==> config.mk <==
export PLATFORM = sky130hd
export DESIGN_NAME = fp_status_csr
export DESIGN_NICKNAME = d
export VERILOG_FILES = /design/src/rtl/fcsr_pkg.sv /design/src/rtl/fcsr_decode.sv /design/src/rtl/fcsr_state.sv /design/src/rtl/fcsr_readout.sv /design/src/rtl/fp_status_csr.sv
export SDC_FILE = /design/constraint.sdc
export NUM_CORES = 1
export LEC_CHECK = 0
export BUFFER_PORTS_ARGS = -buffer_cell sky130_fd_sc_hd__buf_2
export CAP_MARGIN = 10
export CORE_ASPECT_RATIO = 1.4
export CORE_UTILIZATION = 35
export CTS_CLUSTER_DIAMETER = 50
export CTS_CLUSTER_SIZE = 14
export DETAILED_ROUTE_END_ITERATION = 7
export GPL_TIMING_DRIVEN = 0
export PLACE_DENSITY = 0.9
export SLEW_MARGIN = 20
export SYNTH_ARGS = -nofsm -noshare
export SYNTH_HDL_FRONTEND = slang
export SYNTH_HIERARCHICAL = 1
export SYNTH_SLANG_ARGS = --single-unit
==> constraint.sdc <==
create_clock -name clk -period 3.3 [get_ports clk]
set_input_delay 0.66 -clock clk [delete_from_list [all_inputs] [get_ports clk]]
set_output_delay 0.66 -clock clk [all_outputs]
set_load 0.02 [all_outputs]
==> src/rtl/fcsr_pkg.sv <==
package fcsr_pkg;
  localparam int unsigned FCSR_ADDR_W  = 12;
  localparam int unsigned FCSR_FLAG_W  = 5;
  localparam int unsigned FCSR_RM_W    = 3;
  localparam int unsigned FCSR_WORD_W  = FCSR_FLAG_W + FCSR_RM_W;

  localparam logic [FCSR_ADDR_W-1:0] FCSR_ADDR_FLAGS = 12'h001;
  localparam logic [FCSR_ADDR_W-1:0] FCSR_ADDR_RM    = 12'h002;
  localparam logic [FCSR_ADDR_W-1:0] FCSR_ADDR_FULL  = 12'h003;

  typedef enum logic [1:0] {
    VIEW_NONE  = 2'd0,
    VIEW_FLAGS = 2'd1,
    VIEW_RM    = 2'd2,
    VIEW_FULL  = 2'd3
  } fcsr_view_e;
endpackage

==> src/rtl/fcsr_decode.sv <==
module fcsr_decode
  import fcsr_pkg::*;
#(
  parameter int unsigned ADDR_W = FCSR_ADDR_W,
  parameter logic [ADDR_W-1:0] A_FLAGS = FCSR_ADDR_FLAGS,
  parameter logic [ADDR_W-1:0] A_RM    = FCSR_ADDR_RM,
  parameter logic [ADDR_W-1:0] A_FULL  = FCSR_ADDR_FULL
) (
  input  logic [ADDR_W-1:0] addr,
  output fcsr_view_e        view
);
  // Full-width compare: every address bit takes part in the match.
  always_comb begin
    view = VIEW_NONE;
    if (addr == A_FLAGS)     view = VIEW_FLAGS;
    else if (addr == A_RM)   view = VIEW_RM;
    else if (addr == A_FULL) view = VIEW_FULL;
  end
endmodule

==> src/rtl/fcsr_state.sv <==
module fcsr_state
  import fcsr_pkg::*;
#(
  parameter int unsigned XLEN   = 32,
  parameter int unsigned FLAG_W = FCSR_FLAG_W,
  parameter int unsigned RM_W   = FCSR_RM_W,
  localparam int unsigned WORD_W = FLAG_W + RM_W
) (
  input  logic              clk,
  input  logic              rst,
  input  logic              wr_en,
  input  fcsr_view_e        view,
  input  logic [XLEN-1:0]   wdata,
  input  logic              merge_en,
  input  logic [FLAG_W-1:0] merge_flags,
  output logic [WORD_W-1:0] word_q
);
  logic [FLAG_W-1:0] flags_d;
  logic [RM_W-1:0]   rm_d;
  logic [FLAG_W-1:0] flags_acc;

  // Flags raised by the datapath accumulate unless a flag-covering write lands.
  assign flags_acc = word_q[FLAG_W-1:0] | (merge_en ? merge_flags : '0);

  always_comb begin
    flags_d = flags_acc;
    rm_d    = word_q[WORD_W-1:FLAG_W];
    if (wr_en) begin
      unique case (view)
        VIEW_FLAGS: flags_d = wdata[FLAG_W-1:0];
        VIEW_RM:    rm_d    = wdata[RM_W-1:0];
        VIEW_FULL: begin
          flags_d = wdata[FLAG_W-1:0];
          rm_d    = wdata[WORD_W-1:FLAG_W];
        end
        default: ;
      endcase
    end
  end

  always_ff @(posedge clk) begin
    if (rst) word_q <= '0;
    else     word_q <= {rm_d, flags_d};
  end
endmodule

==> src/rtl/fcsr_readout.sv <==
module fcsr_readout
  import fcsr_pkg::*;
#(
  parameter int unsigned XLEN   = 32,
  parameter int unsigned FLAG_W = FCSR_FLAG_W,
  parameter int unsigned RM_W   = FCSR_RM_W,
  localparam int unsigned WORD_W = FLAG_W + RM_W
) (
  input  logic              clk,
  input  logic              rst,
  input  logic              req,
  input  fcsr_view_e        view,
  input  logic [WORD_W-1:0] word,
  output logic [XLEN-1:0]   rdata,
  output logic              err
);
  logic [XLEN-1:0] sel;

  always_comb begin
    sel = '0;
    unique case (view)
      VIEW_FLAGS: sel[FLAG_W-1:0] = word[FLAG_W-1:0];
      VIEW_RM:    sel[RM_W-1:0]   = word[WORD_W-1:FLAG_W];
      VIEW_FULL:  sel[WORD_W-1:0] = word;
      default:    sel = '0;
    endcase
  end

  always_ff @(posedge clk) begin
    if (rst) begin
      rdata <= '0;
      err   <= 1'b0;
    end else begin
      rdata <= req ? sel : '0;
      err   <= req && (view == VIEW_NONE);
    end
  end
endmodule

==> src/rtl/fp_status_csr.sv <==
module fp_status_csr
  import fcsr_pkg::*;
#(
  parameter int unsigned XLEN   = 32,
  parameter int unsigned ADDR_W = FCSR_ADDR_W,
  parameter int unsigned FLAG_W = FCSR_FLAG_W,
  parameter int unsigned RM_W   = FCSR_RM_W
) (
  input  logic              clk,
  input  logic              rst,
  input  logic              csr_req,
  input  logic              csr_we,
  input  logic [ADDR_W-1:0] csr_addr,
  input  logic [XLEN-1:0]   csr_wdata,
  output logic [XLEN-1:0]   csr_rdata,
  output logic              csr_err,
  input  logic              fpu_flags_valid,
  input  logic [FLAG_W-1:0] fpu_flags,
  output logic [RM_W-1:0]   rm_out
);
  localparam int unsigned WORD_W = FLAG_W + RM_W;

  fcsr_view_e        view;
  logic [WORD_W-1:0] word_q;
  logic              wr_en;

  assign wr_en = csr_req && csr_we && (view != VIEW_NONE);

  fcsr_decode #(.ADDR_W(ADDR_W)) u_dec (
    .addr (csr_addr),
    .view (view)
  );

  fcsr_state #(.XLEN(XLEN), .FLAG_W(FLAG_W), .RM_W(RM_W)) u_state (
    .clk         (clk),
    .rst         (rst),
    .wr_en       (wr_en),
    .view        (view),
    .wdata       (csr_wdata),
    .merge_en    (fpu_flags_valid),
    .merge_flags (fpu_flags),
    .word_q      (word_q)
  );

  fcsr_readout #(.XLEN(XLEN), .FLAG_W(FLAG_W), .RM_W(RM_W)) u_rd (
    .clk   (clk),
    .rst   (rst),
    .req   (csr_req),
    .view  (view),
    .word  (word_q),
    .rdata (csr_rdata),
    .err   (csr_err)
  );

  assign rm_out = word_q[WORD_W-1:FLAG_W];
endmodule

## Yosys cells after proc, flatten, opt, wreduce, memory -nomap -nowiden

Cells that the tools add are included.

| storage, ports and cells | value |
|---|---|
| flip-flop bits (word level) | 41 |
| output and inout bits | 36 |
| word-level logic and storage cells | 36 |

| operators by class | value |
|---|---|
| eq/ne operators | 6 |
| multiplexer cells | 8 |
| bitwise logic cells | 4 |
| reduce and logical (&&, ||, !) cells | 11 |

Operator list:

| kind | count |
|---|---|
| $eq 12x2->1 const B | 2 |
| $mux 5 | 3 |
| $eq 12x1->1 const B | 1 |
| $pmux 3 s2 | 2 |
| $mux 2 | 3 |
| $reduce_or 3->1 | 2 |
| $or 5x5->5 | 1 |
| $eq 2x2->1 const B | 2 |
| $reduce_bool 2->1 | 2 |
| $reduce_or 2->1 | 2 |
| $logic_and 1x1->1 | 3 |
| $not 1->1 | 3 |
| $eq 2x1->1 const B | 1 |
| $logic_not 2->1 | 1 |
| $reduce_and 2->1 | 1 |

## Longest topological paths before layout

| logic depth | value |
|---|---|
| depth after elaboration | 8 |
| mapped depth | 7 |

## Modules after synthesis

Netlist, hierarchy kept.

Modules (own cells, without submodules):

| module | instances | cells an instance | area each (sq um) |
|---|---|---|---|
| fcsr_readout | 1 | 53 | 485.5 |
| fcsr_state | 1 | 36 | 369.1 |
| fcsr_decode | 1 | 6 | 40.0 |
| fp_status_csr | 1 | 1 | 10.0 |

## Worst setup path after synthesis

Ideal clock, no wire load.

| timing | value |
|---|---|
| path kind | input-to-reg |
| from | in csr_addr[7] |
| to | reg u_state.word_q[5] |
| setup time | 91 ps |
| arrival time | 3034 ps |
| data required time | 3209 ps |
| slack | 174 ps |
| stages on the path | 7 |
| buffers on the path | 2 |
| cells stage by stage | or4_1 -> nor4_1 -> o211a_1 -> clkbuf_2 -> buf_6 -> a21oi_1 -> a311oi_1 |

| on the way | value |
|---|---|
| cells in the longest elaborated chain, start to end | 7 |
| elaborated cells on any way between the ends | 13 |
| those cells by class | eq/ne: 5; mux: 4; reduce/logical: 4 |

RTL lines:

| element | line | text |
|---|---|---|
| from (decl) | fp_status_csr.sv:13 | `input logic [ADDR_W-1:0] csr_addr,` |
| $eq 12x2->1 | fcsr_decode.sv:17 | `else if (addr == A_FULL) view = VIEW_FULL;` |
| $mux 2 | fcsr_decode.sv:17 |  |
| $mux 2 | fcsr_decode.sv:16 | `else if (addr == A_RM) view = VIEW_RM;` |
| $mux 2 (*) | fcsr_decode.sv:15 | `if (addr == A_FLAGS) view = VIEW_FLAGS;` |
| net view[1] | fp_status_csr.sv:23 | `fcsr_view_e view;` |
| $reduce_bool 2->1 (*) | fp_status_csr.sv:27 | `assign wr_en = csr_req && csr_we && (view != VIEW_NONE);` |
| $logic_and 1x1->1 (*) | fp_status_csr.sv:27 |  |
| net wr_en | fp_status_csr.sv:25 | `logic wr_en;` |
| $reduce_and 2->1 (no source line) (*) | -- |  |
| to (signal assigned) | fcsr_state.sv:43 | `else word_q <= {rm_d, flags_d};` |
| to (decl) | fcsr_state.sv:16 | `output logic [WORD_W-1:0] word_q` |

The timed path passes the listed nets; every way through them passes the cells marked *.
A chain may end at the register's enable or synchronous reset.

## Final worst setup path

Ends and elaborated chain as after synthesis.

==> results.md <==
* VDD IR-drop max at 99.74 µV
* Worst setup SP type: input pin
* Post-synth top cells: buf_4 (24), dfxtp_1 (17), a311oi_1 (8)
* Synth top area share at between 30% and 40%
* Final HPWL DP at between 1.5 and 2 mm
* Ant diodes at 0
* Pin count of the biggest net entering global routing at 11
* Die X at ~45 µm
* First-pass GRT wire length at 3.132 mm
* Starting density of the core at between 30% and 40%
* Slowest CP cell: nor4_2
* Core Rows at 21
* Final Wtd Congestion at about 0.87
* Fin crit period at around 2.8 ns
* Sequential fraction of the synthesis area at a little under two fifths
* Min-Delay Path Class: reg2reg
* Worst-Skew Late Latency at 0.28 ns
* Gr usage total at 14.50%
* Max_slew headroom at 44.61%
* Clock Tree Buf Depth at 2
* Root Driver: clkbuf_4
* Num CTS Buffers at 3
* Worst Skew at ~0.0044 ns
* PostCTS Resize Cnt at 0
* Register Area at between 300 and 400 µm²
* Vias in the first global route at between 700 and 800
* CTS H-tree lvls at 1
* CTS tree: done
* Final max-slew violation count at 0
* I/O Buffers at 41
* Largest stage delay on the critical path at about 0.75 ns
* Layout area overhead at 41.77%
* Routed len/inst at ~9.9 µm
* Count of final hold-check violations at 0
* Mean post-synth cell area at 9.423 µm²
* Smallest hold slack at 0.4672 ns
* Arr. time, crit path at between 2 and 3 ns
* Count of final setup violators at 0
* Ports at 90
* Synth Instances at 96
* Post-route DRC at 0
* FILL cells at 257
* CP required at around 3.5 ns
* Netlist Area Pre-Place at about 900 µm²
* Starting DRT DRC Count at 14
* Synth area leaders: dfxtp_1 (38%), buf_4 (20%), a311oi_1 (7.7%)
* Crit path max fanout at 10
* PnR Total Power at 401.4 µW
* Clock-pin slew on the worst setup and hold paths at approximately 0.090 ns
* Status: completed
* Crit-path cells: buf_2 -> or4_1 -> nor4_2 -> o211a_1 -> clkbuf_2 -> buf_6 -> a21oi_1 -> a311oi_1
* Core Box Area at between 2000 and 2500 µm²
* Post-DRT Antenna Nets at 0
* Leakage power at approximately 0.68 nW
* EDFF count, synth at 0
* Worst-margin pin slew at 0.8240 ns
* DIE AREA at ~2800 µm²
* Pwr/cell area at between 300 and 400 nW/µm²
* YS warnings at 6
* Flops & latches, synth at 17
* Die span in y at between 60 and 70 µm
* Routed wire length at 1.966 mm
* CTS Sinks at 17
* Total gr overflow at 0
* FMAX at 360.4 MHz
* CP Class: in2reg
* Crit end category: flop
* Detailed-route via count at roughly 860
* Final period util at a little over four fifths
* Maxcap violations at 0
* Distinct cells, synth at 22
* Ratio of cells with drive above 1 in the final layout at about 47%
* TritonRoute pass-1 iters at 4
* Vias per inst at 4.332
* Ys flop type: dfxtp_1
* Most common cell in the netlist: buf_4
* Dominant cell type by area after synthesis: dfxtp_1
* Unrepaired setup endpoints after global routing: no
* Antenna violations before repair at 0
* Setup bufs post-CTS at 0
* Multi-input logic area at between 400 and 500 µm²
* Async S/R FF share, synth at 0%
* Final design utilization at between 50% and 60%
* Post-CTS Hold Fix Bufs at 0
* Final #Nets at 220
==> final timing paths <==
| path | startpoint | to | slack [ns] | cells after the start |
|---|---|---|---|---|
| max reg2reg | u_state/word_q[5]$_SDFFE_PP0P_ | u_state/word_q[5]$_SDFFE_PP0P_ | 2.51 | 2 |
| min reg2reg | u_state/word_q[1]$_SDFF_PP0_ | u_rd/rdata[1]$_SDFF_PP0_ | 0.47 | 2 |
| max | csr_addr[7] | u_state/word_q[5]$_SDFFE_PP0P_ | 0.53 | 8 |
| min | u_state/word_q[1]$_SDFF_PP0_ | u_rd/rdata[1]$_SDFF_PP0_ | 0.47 | 2 |
==> placed cells by master, fill, tap and decap left out <==
master,count
a221oi_1,5
mux2i_1,3
clkbuf_1,1
o211a_1,1
nand3b_1,3
nor2b_1,1
nand2_1,3
and4b_1,1
dfxtp_1,17
nor3_1,1
or4_1,2
a311oi_1,8
buf_1,1
buf_4,24
clkbuf_4,3
buf_2,42
clkbuf_2,1
a21oi_1,6
nand2b_1,3
inv_1,5
and2_1,3
buf_6,3
and3_2,2
nor4_2,2
conb_1,24
==> logic make-up (layout without fill, tap and decap cells) <==
kind of cell | Yosys count | in the layout | share of synthesized area [%]
buffers and inverters | 34 | 80 | 26.69
and+or+nand+nor | 21 | 21 | 14.94
AOI/OAI and AO/OA | 20 | 20 | 17.01
DFF | 17 | 17 | 37.62
muxes | 3 | 3 | 3.320
other | 1 | 24 | 0.4145
==> power breakdown <==
| part | switching, mW | internal (mW) | leakage [nW] | total (mW) |
|---|---|---|---|---|
| sequential | 0.00202 | 0.210 | 0.138 | 0.212 |
| combinational | 0.0436 | 0.0389 | 0.524 | 0.0825 |
| clock | 0.0601 | 0.0469 | 0.0150 | 0.107 |
| total | 0.106 | 0.296 | 0.677 | 0.401 |
==> sequential cells by signal, indices dropped and copies added, names as in the netlist <==
name,cells
u_rd/rdata,8
u_state/word_q,8
u_rd/err,1
==> worst max-delay path, delay by kind of cell <==
family          cells  cell delay (ns)
simple gates        2             1.32
compound gates      3             0.55
buf+inv             3             0.44
==> routing by layer <==
| layer | vias to the layer above | track usage, % | share of wire (%) |
|---|---|---|---|
| li1 | 435 | - | - |
| met1 | 368 | 16.43 | 39 |
| met2 | 59 | 25.91 | 49 |
| met3 | 0 | 2.616 | 12 |
| met4 | 0 | 4.545 | 0 |
| met5 | - | 0 | 0 |
==> through the flow <==
stage | setup WS (ns) | setup TNS (ns) | area, µm² | std cells
2_1_floorplan | 0.1744 | 0 | 991.0 | 119
3_3_place_gp | -0.3368 | -1.486 | 1239 | 194
3_5_place_dp | 0.2257 | 0 | 1256 | 195
4_1_cts | 0.5116 | 0 | 1282 | 199
5_1_grt | 0.3372 | 0 | 1282 | 199
6_report | 0.5251 | 0 | 1282 | 199
==> layout make-up <==
type,count,share of cell area [%]
Multi-Input combinational cell,68,32.88
Sequential cell,17,26.54
Buffer,29,17.37
Timing Repair Buffer,42,16.39
Tap cell,34,3.317
Clock buffer,4,2.049
Inverter,5,1.463
(Power assumes the default switching activity.)
